### src/rtl/lowzero_card_est.sv
module lowzero_card_est #(
  parameter int B  = 4,
  parameter int W  = 32,
  parameter int EW = 32
) (
  input  logic                              clk,
  input  logic                              rst_n,
  input  logic                              start,
  output logic [B-1:0]                      rd_addr,
  input  logic [W-1:0]                      rd_data,
  output logic                              busy,
  output logic                              done,
  output logic [B+$clog2(W+1)-1:0]          obs_sum,
  output logic [EW-1:0]                     estimate
);
  localparam int M  = 1 << B;
  localparam int OW = $clog2(W + 1);
  localparam int SW = B + OW;
  localparam int TW = 18;
  localparam int FB = 16;
  localparam int PW = TW + W + B;

  typedef enum logic [1:0] {S_IDLE, S_SWEEP, S_FINAL} st_t;

  st_t            st;
  logic [B-1:0]   idx;
  logic [SW-1:0]  sum;
  logic [EW-1:0]  est;
  logic           done_q;

  function automatic logic [OW-1:0] low_zero(input logic [W-1:0] v);
    low_zero = OW'(W);
    for (int i = W - 1; i >= 0; i--)
      if (!v[i]) low_zero = OW'(i);
  endfunction

  function automatic logic [TW-1:0] frac_pow(input logic [3:0] f);
    case (f)
      4'd0:  frac_pow = 18'd84725;
      4'd1:  frac_pow = 18'd88477;
      4'd2:  frac_pow = 18'd92394;
      4'd3:  frac_pow = 18'd96484;
      4'd4:  frac_pow = 18'd100756;
      4'd5:  frac_pow = 18'd105217;
      4'd6:  frac_pow = 18'd109875;
      4'd7:  frac_pow = 18'd114740;
      4'd8:  frac_pow = 18'd119820;
      4'd9:  frac_pow = 18'd125125;
      4'd10: frac_pow = 18'd130665;
      4'd11: frac_pow = 18'd136450;
      4'd12: frac_pow = 18'd142491;
      4'd13: frac_pow = 18'd148799;
      4'd14: frac_pow = 18'd155387;
      default: frac_pow = 18'd162267;
    endcase
  endfunction

  wire [OW-1:0]    int_part = sum[SW-1:B];
  wire [3:0]       frac     = sum[B-1 -: 4];
  wire [OW+4:0]    shamt    = (OW+5)'(int_part) + (OW+5)'(B);
  wire [PW-1:0]    scaled   = PW'(frac_pow(frac)) << shamt;
  wire [PW-FB-1:0] est_full = scaled[PW-1:FB];
  wire             ovf      = (est_full >> EW) != '0;
  wire [EW-1:0]    est_next = ovf ? '1 : EW'(est_full);

  assign rd_addr  = idx;
  assign busy     = (st != S_IDLE);
  assign done     = done_q;
  assign obs_sum  = sum;
  assign estimate = est;

  always_ff @(posedge clk or negedge rst_n) begin
    if (!rst_n) begin
      st     <= S_IDLE;
      idx    <= '0;
      sum    <= '0;
      est    <= '0;
      done_q <= 1'b0;
    end else begin
      case (st)
        S_IDLE: if (start) begin
          st     <= S_SWEEP;
          idx    <= '0;
          sum    <= '0;
          done_q <= 1'b0;
        end
        S_SWEEP: begin
          sum <= sum + SW'(low_zero(rd_data));
          if (idx == B'(M - 1)) st <= S_FINAL;
          else                  idx <= idx + 1'b1;
        end
        default: begin
          est    <= est_next;
          done_q <= 1'b1;
          st     <= S_IDLE;
        end
      endcase
    end
  end

  a_r4_done_idle: assert property (@(posedge clk) disable iff (!rst_n)
    done |-> !busy);

  a_r4_done_after_final: assert property (@(posedge clk) disable iff (!rst_n)
    $rose(done) |-> $past(st == S_FINAL));

  a_r3_sum_bound: assert property (@(posedge clk) disable iff (!rst_n)
    sum <= SW'(M * W));

  a_r3_sum_grows: assert property (@(posedge clk) disable iff (!rst_n)
    (st == S_SWEEP) |=> sum >= $past(sum));

  a_r5_addr_step: assert property (@(posedge clk) disable iff (!rst_n)
    (st == S_SWEEP && idx != B'(M - 1)) |=> (st == S_SWEEP && idx == $past(idx) + 1'b1));

  a_r8_hold: assert property (@(posedge clk) disable iff (!rst_n)
    (!busy && !start) |=> ($stable(sum) && $stable(est)));
endmodule

### config.mk
export PLATFORM = sky130hd
export DESIGN_NAME = lowzero_card_est
export DESIGN_NICKNAME = d
export VERILOG_FILES = /design/src/rtl/lowzero_card_est.sv
export SDC_FILE = /design/constraint.sdc
export NUM_CORES = 1
export LEC_CHECK = 0
export ABC_AREA = 1
export BUFFER_PORTS_ARGS = -buffer_cell sky130_fd_sc_hd__buf_2
export CAP_MARGIN = 25
export CORE_MARGIN = 1.5
export CORE_UTILIZATION = 50
export CTS_BUF_LIST = sky130_fd_sc_hd__clkbuf_2 sky130_fd_sc_hd__clkbuf_4 sky130_fd_sc_hd__clkbuf_8
export DETAILED_ROUTE_END_ITERATION = 12
export PLACE_DENSITY = 0.85
export SYNTH_ARGS = -nofsm -noshare
export SYNTH_HDL_FRONTEND = slang
export SYNTH_SLANG_ARGS = --single-unit
### constraint.sdc
create_clock -name clk -period 2.62 [get_ports clk]
set_input_delay 0.131 -clock clk [delete_from_list [all_inputs] [get_ports clk]]
set_output_delay 0.131 -clock clk [all_outputs]
set_load 0.1 [all_outputs]
# Word-level counts from Yosys, hierarchy flattened
# Memory sizes are Yosys's and may differ from the RTL's.
# Index checks and enable logic that the tools add are counted.
# word_totals
mem_count	1
romBits	288
ff_bits	49
output_inout_bits	48
# op_classes
reduce_logical	9
n_eq_ne	5
shifts	1
n_bitwise	1
addsub	3
mux	44
# mem_list
name	depth	width	read_ports	rd_ports_with_merged_regs	write_ports	line	text
(no name shown)	16	18	1	0	0	38	case (f)
# ops
cell	n
$mux 6	33
$shl 18x7->54	1
$reduce_bool 38->1	1
$mux 32	1
$pmux 10 s2	1
$add 10x6->10	1
$mux 10	1
$mux 4	2
$pmux 4 s2	1
$add 6x3->7 const B	1
$ne 2x2->1 const B	3
$reduce_and 2->1	3
$add 4x1->4 const B	1
$eq 4x4->1 const B	1
$mux 2	2
$pmux 2 s2	1
$reduce_bool 2->1	2
$reduce_and 3->1	1
$eq 2x1->1 const B	1
$logic_not 2->1	1
$pmux 1 s2	1
$reduce_or 2->1	1
$mux 1	1
$not 1->1	1

# Longest topological paths before layout
# Gate-level depths: netlist of the first run.
# logic_depth
word_depth	35
depth_mapped	46

# Least setup slack after synthesis of the first run
# OpenSTA, ideal clock, no wires.
# synth_path
path_type	flip-flop to flip-flop
from	reg sum[1], in the netlist obs_sum[1]
to	reg est[0], in the netlist estimate[0]
t_arrival_ps	3506
n_path_buf	2
t_required_ps	2501
path_slack_ps	-1004
synth_period_minus_slack_ps	3624
path_stages_with_launch	25
cell_sequence	dfrtp_1 > inv_1 > ha_1 > nand2_1 > inv_1 > a21oi_1 > or2_1 > o21ai_1 > nand2_1 > o21ai_1 > o21ai_2 > nand2_2 > o21ai_2 > nand2_1 > o21ai_2 > o21a_1 > nand2_1 > nand2_1 > o31ai_1 > nor2_2 > nand2_2 > buf_6 > buf_8 > o22ai_2 > inv_2
# synth_via
elab_chain_len	4
# synth_rtl
item	line	text
start, declared	27	logic [SW-1:0] sum;
start signal, assigned	88	sum <= sum + SW'(low_zero(rd_data));
$mem_v2 16x18 *	--	
$shl 18x7->54 *	61	wire [PW-1:0] scaled = PW'(frac_pow(frac)) << shamt;
$reduce_bool 38->1	63	wire ovf = (est_full >> EW) != '0;
$mux 32 *	64	wire [EW-1:0] est_next = ovf ? '1 : EW'(est_full);
end signal, assigned	93	est <= est_next;
end, declared	28	logic [EW-1:0] est;
# Every way passes the cells marked *; elsewhere a longest branch is shown, timed or not.
# A chain may end at the register's enable or synchronous reset.

# Worst setup path in the final report of the first run
# layout_path
from	in rd_data[31]
to	reg sum[6], in the netlist obs_sum[6]
# layout_via
elab_chain_len	35
# layout_rtl
item	line	text
start, declared	10	input logic [W-1:0] rd_data,
$mux 6 (32 in a row)	34	if (!v[i]) low_zero = OW'(i);
$mux 6	80	case (st)
$add 10x6->10	88	
$pmux 10 s2	80	
# Every way passes these cells. The select of a mux whose other input is x is not followed.

==> impl_metrics.ini, run 1 <==
[status]
outcome = finished, violations left
violations = setup timing

[cts]
cts_tree = yes
cts_root_buf = clkbuf_8
clkLatencyLatePin_ns = 0.32
cts_buffer_depth = 2
cts_made_buffers = 5
cts.clk_slew.worst_paths_ns = 0.11
clock-sinks = 49
htreeDepth = 2

[floorplan]
io_pins = 83
row_count = 34
die-width_um = 97.8
die_y_um = 97.8
coreArea_um2 = 8720
start_util_pct = 51.5
die_area_um2 = 9560

[critical_path]
regToRegStartpoint = obs_sum[0]$_DFFE_PN0P_
cpPeakStageDelay_ns = 0.35
worst-setup-path-type = in2reg
endpoint_kind = register
r2r_cells = 20
worst_setup_path_start_kind = input port
crit_start = rd_data[31]
cp_slowest_cell = fa_2
critical_path.max_fanout = 4
cpMostUsedCell = nand2_1
r2r_end = estimate[16]$_DFFE_PN0N_
rrSetupSlack_ns = -0.53
crit_arrival_ns = 3.40
cp_data_required_time_ns = 2.84

[timing]
finalCritPeriodShare_pct = 122
tightest_slew_ns = 0.804
hold_violations = 0
relSlewSlack_pct = 46.2
finalWorstPathRequiredPeriod_ns = 3.18
report.final.slew_viol_count = 0
rsz0062_at_grt = yes
setup_violations = 38
fmax_mhz = 314
setup_tns_ns = -18.35
fin_ws_ns = -0.565
clock_skew_ns = 0.0164

[finish]
antenna_cells = 0
layout.cells.non_filler = 979
syn_to_final_growth_pct = 43.8
drive_gt1_share_pct = 39.8
num-nets-final = 919
fillerInstances = 642
utilization_pct = 74.1

[global_routing]
grt_pass1_wl_mm = 23.5
antenna_found_initial = 0
met1_usage_pct = 37.7
met3_usage_pct = 2.86
grt_max_degree = 57
use_met2_pct = 53.5
top_usage_layer = met2
grtUsageTotal_pct = 29.4
grt_overflow = 0
grt_pass1_vias = 5115

[hold_path]
hp-class = in2async

[synthesis]
post-synth-top-area-cell = dfrtp_1
synth_top_cells_by_count = nand2_1, inv_1, o21ai_0
ys_seq_elements = 49
synthCells = 697
synth_edf_count = 0
avgSynthCellArea_um2 = 6.44
synth_area_leaders = dfrtp_1, nand2_1, o21ai_0
synthFlopType = dfrtp_1
synth_warnings = 0
netlist.area_leader.share_pct = 27.3
synthArstFlopShare_pct = 100
syn_area_um2 = 4490
yosysMostFrequentCell = nand2_1
synth_nets = 746
synth.distinct_cells = 47
seq_area_frac_synth_pct = 27.3

[routing]
ant_nets = 0
drt-pass1-iter-count = 5
wl_per_cell_um = 15.5
vias = 5505
via_per_inst = 5.62
drc = 0
drt-initial-drc-count = 370
drt-total-wl_mm = 15.2

[place]
place.gp.congestion = 0.952
dp.cells = 945
dp_hpwl_mm = 10.4
port_buffers = 82

[job]
drv_cap = 0
==> cell type report <==
class                           count  area [um^2]  area share, %
Tap cell                          108          135           2.09
Clock buffer                        6         76.3           1.18
Clock inverter                      2         13.8          0.213
Timing Repair Buffer              201         1430           22.1
Multi-Input combinational cell    519         3180           49.3
Sequential cell                    49         1240           19.3
Inverter                           94          378           5.85
==> state kept, by name, summed over array words and instances (netlist names) <==
register  cells
done          1
estimate     32
obs_sum      10
rd_addr       4
st            2
==> critical path, delay by kind of cell <==
kind / cells / cell delay, ns
AND/OR/NAND/NOR: 34 / 1.84
AO/OA/AOI/OAI: 5 / 0.69
adder cells (fa/ha/maj): 2 / 0.53
buffers and inverters: 3 / 0.20
==> what timing repair did <==
action,in CTS,in global routing
gates cloned,0,3
hold endpoints to repair,13,0
buffers inserted,20,8
hold buffers,1,0
resized for setup,54,58
endpoints found under the setup margin,38,41
pin swaps,16,22
==> kinds of logic (layout without fill, tap and decap cells) <==
group | Yosys count | count (layout) | synth area share (%)
fa+ha+maj | 14 | 14 | 4.07
simple gates | 297 | 297 | 27.2
xor+xnor | 1 | 1 | 0.195
flops | 49 | 49 | 27.3
compound gates | 198 | 198 | 27.2
mux | 9 | 9 | 2.01
buf+inv | 129 | 303 | 12.0
==> per-stage QoR <==
stage | hold slack (ns) | cell area (um^2) | setup WS, ns
final | 0.238 | 6460 | -0.565
after global routing | 0.277 | 6460 | -0.954
after CTS | 0.252 | 6080 | -0.304
after detailed placement | 0.0508 | 5670 | -0.707
after global placement | 0.0346 | 5670 | -0.590
after floorplan | -0.165 | 4570 | -0.308
==> worst max path at each step <==
stage                                to  slack, ns  depth (start not counted)
2_1_floorplan   estimate[0]$_DFFE_PN0N_      -0.31                         24
3_3_place_gp     obs_sum[6]$_DFFE_PN0P_      -0.59                         44
3_5_place_dp     obs_sum[6]$_DFFE_PN0P_      -0.71                         44
4_1_cts        estimate[13]$_DFFE_PN0N_      -0.30                         21
5_1_grt          obs_sum[6]$_DFFE_PN0P_      -0.95                         44
6_report         obs_sum[6]$_DFFE_PN0P_      -0.56                         44
==> cell usage in the layout, fill, tap and decap left out, drive strengths merged, types with 4 or more instances in the layout <==
| master | count |
|---|---|
| buf | 198 |
| nand2 | 194 |
| o21ai | 109 |
| inv | 91 |
| nor2 | 51 |
| dfrtp | 49 |
| o22ai | 31 |
| nand3 | 27 |
| a21oi | 27 |
| ha | 13 |
| mux2i | 9 |
| or2 | 9 |
| a31oi | 8 |
| clkbuf | 8 |
| nand4 | 6 |
| nor3 | 6 |
| clkinv | 5 |
| o21a | 4 |
| o31ai | 4 |
==> layer usage <==
metal	wire, um	part of all wire (%)	vias to the layer above
met4	356	2.3	0
met1	6580	43	2587
met2	7590	50	204
li1	-	-	2675
met3	671	4.4	39
met5	0	0	-
Power of run 1 is not shown: default switching activity piles up to over one toggle a cycle in this logic, so the estimate is an artifact.
==> inputs of run 2 (changes only) <==
--- a/config.mk
+++ b/config.mk
@@ -6,13 +6,13 @@
 export NUM_CORES = 1
 export LEC_CHECK = 0
 export ABC_AREA = 1
-export BUFFER_PORTS_ARGS = -buffer_cell sky130_fd_sc_hd__buf_2
 export CAP_MARGIN = 25
 export CORE_MARGIN = 1.5
 export CORE_UTILIZATION = 50
 export CTS_BUF_LIST = sky130_fd_sc_hd__clkbuf_2 sky130_fd_sc_hd__clkbuf_4 sky130_fd_sc_hd__clkbuf_8
 export DETAILED_ROUTE_END_ITERATION = 12
-export PLACE_DENSITY = 0.85
+export DONT_BUFFER_PORTS = 1
+export PLACE_DENSITY = 0.77
 export SYNTH_ARGS = -nofsm -noshare
 export SYNTH_HDL_FRONTEND = slang
 export SYNTH_SLANG_ARGS = --single-unit
==> impl_metrics.ini, run 2 (synthesis results as in run 1) <==
[finish]
fillerInstances = 718
antenna_cells = 0
multiInputGateArea_um2 = 3240
syn_to_final_growth_pct = 41.1
num-nets-final = 869
drive_gt1_share_pct = 37.0
largest_reg_flops = 32
regArea_um2 = 1240
final_common_cell = nand2_1
final_cell_mix = nand2_1, buf_4, inv_1

[global_routing]
grtUsageTotal_pct = 28.9
grt_max_degree = 57
grt_pass1_vias = 4939
antenna_found_initial = 0
grt_overflow = 0
grt_pass1_wl_mm = 22.8

[floorplan]
die_area_um2 = 9560
row_count = 34
io_pins = 83
die-width_um = 97.8
start_util_pct = 51.5
coreArea_um2 = 8720
die_y_um = 97.8

[timing]
rsz0062_at_grt = yes
clock_skew_ns = 0.00367
finalCritPeriodShare_pct = 118
hold_violations = 0
tightest_slew_ns = 0.841
relSlewSlack_pct = 44.0
finalWorstPathRequiredPeriod_ns = 3.09
fin_ws_ns = -0.472
fmax_mhz = 323
setup_violations = 38
report.final.slew_viol_count = 0

[routing]
ant_nets = 0
drt-pass1-iter-count = 5
vias = 5206
wl_per_cell_um = 15.7
drt-initial-drc-count = 455
drt-total-wl_mm = 14.6
via_per_inst = 5.60
drc = 0

[place]
place.gp.congestion = 0.906
pre_cts_ws_ns = -0.609
port_buffers = 0
dp_hpwl_mm = 10.2

[critical_path]
path_cells = buf_12, ha_4, or2_4, a21oi_2, inv_1, o21ai_2, mux2i_1, nand2_1, nand2_2, o21ai_2, o21a_1, nand2_1, nand2_1, o31ai_2, nor2_2, nand2_4, clkbuf_16, o22ai_2, inv_2
worst_setup_path_start_kind = register
crit_arrival_ns = 3.30
cpPeakStageDelay_ns = 0.53
r2r_cells = 19
endpoint_kind = register
crit_cells = 19
cp_slowest_cell = dfrtp_4
critical_path.max_fanout = 7
crit_start = obs_sum[0]$_DFFE_PN0P_
regToRegStartpoint = obs_sum[0]$_DFFE_PN0P_
path_buf_inv = 4
cp_data_required_time_ns = 2.83
crit_family = simple AND/OR/NAND/NOR gates
worst-setup-path-type = reg2reg
cpMostUsedCell = nand2_1

[hold_path]
min_from = start
holdPathStages = 3
hp-class = in2reg

[cts]
cts.clk_slew.worst_paths_ns = 0.10
clkLatencyLatePin_ns = 0.31
cts_tree = yes
htreeDepth = 2
cts_buffer_depth = 2
cts_root_buf = clkbuf_8
clock-sinks = 49
cts_made_buffers = 5

[job]
drv_cap = 0

[status]
outcome = finished, violations left
violations = setup timing
==> run 2: stage by stage <==
stage	utilization [%]	std cells	area, um^2	TNS [ns]	hold slack, ns
final	72.7	929	6340	-14.87	0.245
after CTS	67.7	921	5900	-10.32	0.216
after detailed placement	62.5	889	5450	-16.02	-0.164
after global routing	72.7	929	6340	-22.13	0.303
after floorplan	-	697	4570	-8.09	-0.165
after global placement	62.5	889	5450	-14.11	-0.163
==> run 2: final cells by class <==
cell class	count	area share, %
Multi-Input combinational cell	519	51.0
Inverter	94	5.88
Timing Repair Buffer	151	19.9
Clock buffer	6	1.20
Sequential cell	49	19.6
Clock inverter	2	0.237
Tap cell	108	2.13
==> run 2: final timing paths <==
path                                             to  slack, ns
max                         estimate[2]$_DFFE_PN0N_      -0.47
max reg2reg                 estimate[2]$_DFFE_PN0N_      -0.47
min reg2reg                estimate[15]$_DFFE_PN0N_       0.51
max in group asynchronous    obs_sum[0]$_DFFE_PN0P_       2.03
min                          rd_addr[1]$_DFFE_PN0P_       0.24
min in group asynchronous  estimate[26]$_DFFE_PN0N_       0.32
==> run 2: timing repair <==
| action | CTS | global route |
|---|---|---|
| hold buffers | 2 | 0 |
| setup endpoints to repair | 36 | 39 |
| pin swaps | 19 | 27 |
| setup buffers | 24 | 6 |
| gates resized for setup | 49 | 64 |
| gates cloned | 1 | 2 |
| endpoints found under the hold margin | 49 | 0 |
==> run 2: routing by layer <==
layer	track usage (%)	wire [um]	vias to the layer above
li1	-	-	2563
met1	36.8	6270	2420
met2	51.0	7210	203
met3	3.58	857	20
met4	9.01	223	0
met5	0	0	-
==> run 2: worst register-to-register path, cell delays in order (launching register included) <==
cell and delay (ns):
dfrtp_4 0.53, buf_12 0.16, ha_4 0.15, or2_4 0.26, a21oi_2 0.11, inv_1 0.07
o21ai_2 0.20, mux2i_1 0.13, nand2_1 0.09, nand2_2 0.07, o21ai_2 0.13, o21a_1 0.19
nand2_1 0.07, nand2_1 0.07, o31ai_2 0.07, nor2_2 0.19, nand2_4 0.13, clkbuf_16 0.20
o22ai_2 0.12, inv_2 0.05
Power of run 2 is left out for the same reason.
==> inputs of run 3 (changes only) <==
--- a/config.mk
+++ b/config.mk
@@ -12,7 +12,8 @@
 export CTS_BUF_LIST = sky130_fd_sc_hd__clkbuf_2 sky130_fd_sc_hd__clkbuf_4 sky130_fd_sc_hd__clkbuf_8
 export DETAILED_ROUTE_END_ITERATION = 12
 export DONT_BUFFER_PORTS = 1
-export PLACE_DENSITY = 0.77
+export GPL_ROUTABILITY_DRIVEN = 0
+export PLACE_DENSITY = 0.74
 export SYNTH_ARGS = -nofsm -noshare
 export SYNTH_HDL_FRONTEND = slang
 export SYNTH_SLANG_ARGS = --single-unit
==> constraint.sdc (replaced) <==
create_clock -name clk -period 3 [get_ports clk]
set_input_delay 0.15 -clock clk [delete_from_list [all_inputs] [get_ports clk]]
set_output_delay 0.15 -clock clk [all_outputs]
set_load 0.1 [all_outputs]
==> impl_metrics.ini, run 3 (synthesis results as in run 1) <==
[status]
outcome = finished, violations left
violations = setup timing

[routing]
vias = 4840
via_per_inst = 5.82
drt-total-wl_mm = 12.2
drt-initial-drc-count = 571
drt-pass1-iter-count = 6
drc = 0
wl_per_cell_um = 14.7
ant_nets = 0

[finish]
final_cell_mix = nand2_1, inv_1, o21ai_0
drive_gt1_share_pct = 25.6
final_common_cell = nand2_1
syn_to_final_growth_pct = 22.0
fillerInstances = 745
antenna_cells = 0
multiInputGateArea_um2 = 3130
largest_reg_flops = 32
final_area_um2 = 5480
num-nets-final = 771
layout.cells.non_filler = 831
regArea_um2 = 1240

[timing]
report.final.slew_viol_count = 0
fmax_mhz = 323
finalCritPeriodShare_pct = 103
fin_ws_ns = -0.0938
tightest_slew_ns = 0.978
hold_slack_ns = 0.221
hold_violations = 0
setup_tns_ns = -0.896
rsz0062_at_grt = yes
finalWorstPathRequiredPeriod_ns = 3.09
clock_skew_ns = 0.00571
relSlewSlack_pct = 34.8
setup_violations = 29

[place]
dp_hpwl_mm = 8.49
dp.cells = 803
dpl_cell_area_um2 = 4740
port_buffers = 0

[global_routing]
grt_pass1_vias = 4325
grt_overflow = 0
grt_pass1_wl_mm = 19.3
grt_max_degree = 56
antenna_found_initial = 0
grtUsageTotal_pct = 24.0

[critical_path]
r2r_end = estimate[17]$_DFFE_PN0N_
path_cells = inv_6, ha_4, nand2_2, inv_2, o21ai_1, nand2_1, o21ai_2, nand2_1, nand2_1, nand2_1, o21ai_1, o21ai_2, buf_4, buf_4, buf_4, buf_4, buf_4, o21ai_0, nand2_1, nand2_1, o22ai_2, inv_1
endpoint_kind = register
r2r_cells = 22
worst-setup-path-type = reg2reg
crit_family = compound AO/OA/AOI/OAI gates
critical_path.max_fanout = 6
path_buf_inv = 8
worst_setup_path_start_kind = register
cp_data_required_time_ns = 3.26
rrSetupSlack_ns = -0.09
cp_slowest_cell = dfrtp_4
regToRegStartpoint = obs_sum[0]$_DFFE_PN0P_
crit_arrival_ns = 3.35
cpMostUsedCell = nand2_1
cpPeakStageDelay_ns = 0.54

[cts]
cts_made_buffers = 5
clkLatencyLatePin_ns = 0.31
cts_root_buf = clkbuf_8
clock-sinks = 49
htreeDepth = 2
cts.clk_slew.worst_paths_ns = 0.11
cts_buffer_depth = 2
cts_tree = yes

[hold_path]
holdPathStages = 3
hold_path_end = rd_addr[1]$_DFFE_PN0P_
min_from = start
hp-class = in2reg

[floorplan]
row_count = 34
start_util_pct = 51.5
die-width_um = 97.8
die_y_um = 97.8
coreArea_um2 = 8720
die_area_um2 = 9560
io_pins = 83

[job]
drv_cap = 0
-- run 3: changes by cell type in the layout (fill, tap and decap cells not counted), moves of 3 or more --
| cell | previous run | this run |
|---|---|---|
| buf_4 | 142 | 46 |
| o21ai_0 | 46 | 55 |
| o21ai_2 | 29 | 23 |
| dfrtp_1 | 39 | 43 |
| dfrtp_2 | 8 | 4 |
| ha_2 | 1 | 4 |
| ha_4 | 5 | 2 |
| nor2_1 | 42 | 45 |
| o21ai_1 | 34 | 31 |
-- run 3: through the flow --
stage          utilization, %  setup WS [ns]
2_1_floorplan               -         0.0111
3_3_place_gp             54.3         -0.187
3_5_place_dp             54.3         -0.307
4_1_cts                  56.6       -0.00158
5_1_grt                  62.8         -0.295
6_report                 62.8        -0.0938
-- run 3: how the worst max path moves through the flow --
stage	startpoint	to	slack, ns	cells after the start
final	obs_sum[0]$_DFFE_PN0P_	estimate[17]$_DFFE_PN0N_	-0.09	22
after global routing	rd_data[31]	obs_sum[6]$_DFFE_PN0P_	-0.30	43
after CTS	obs_sum[0]$_DFFE_PN0P_	estimate[14]$_DFFE_PN0N_	-0.002	19
after detailed placement	rd_data[31]	obs_sum[6]$_DFFE_PN0P_	-0.31	43
after global placement	rd_data[31]	obs_sum[6]$_DFFE_PN0P_	-0.19	43
after floorplan	rd_data[31]	obs_sum[6]$_DFFE_PN0P_	0.01	43
-- run 3: routing by layer --
layer	GRT usage [%]	routed length [um]	up-vias
li1	-	-	2373
met1	31.5	5080	2190
met2	40.4	5820	242
met3	4.65	1050	35
met4	6.92	265	0
met5	0	0	-
-- run 3: worst register-to-register path: cells and delay by family (launching register included) --
kind            cells  cell delay, ns
flops               1            0.54
fa+ha+maj           1            0.22
compound gates      6            0.88
simple gates        7            0.56
buf+inv             8            0.84
-- run 3: layout make-up --
| class | instances | area share [%] |
|---|---|---|
| Clock buffer | 5 | 1.26 |
| Clock inverter | 3 | 0.480 |
| Inverter | 94 | 7.19 |
| Multi-Input combinational cell | 519 | 57.2 |
| Sequential cell | 49 | 22.6 |
| Tap cell | 108 | 2.47 |
| Timing Repair Buffer | 53 | 8.84 |
-- run 3: what timing repair did --
item	4_1_cts	5_1_grt
buffers inserted	6	9
pin swaps	1	21
gates cloned	0	3
gates resized for setup	8	94
hold buffers	2	0
endpoints found under the setup margin	29	37
endpoints found under the hold margin	49	0
Power of run 3 is left out for the same reason.
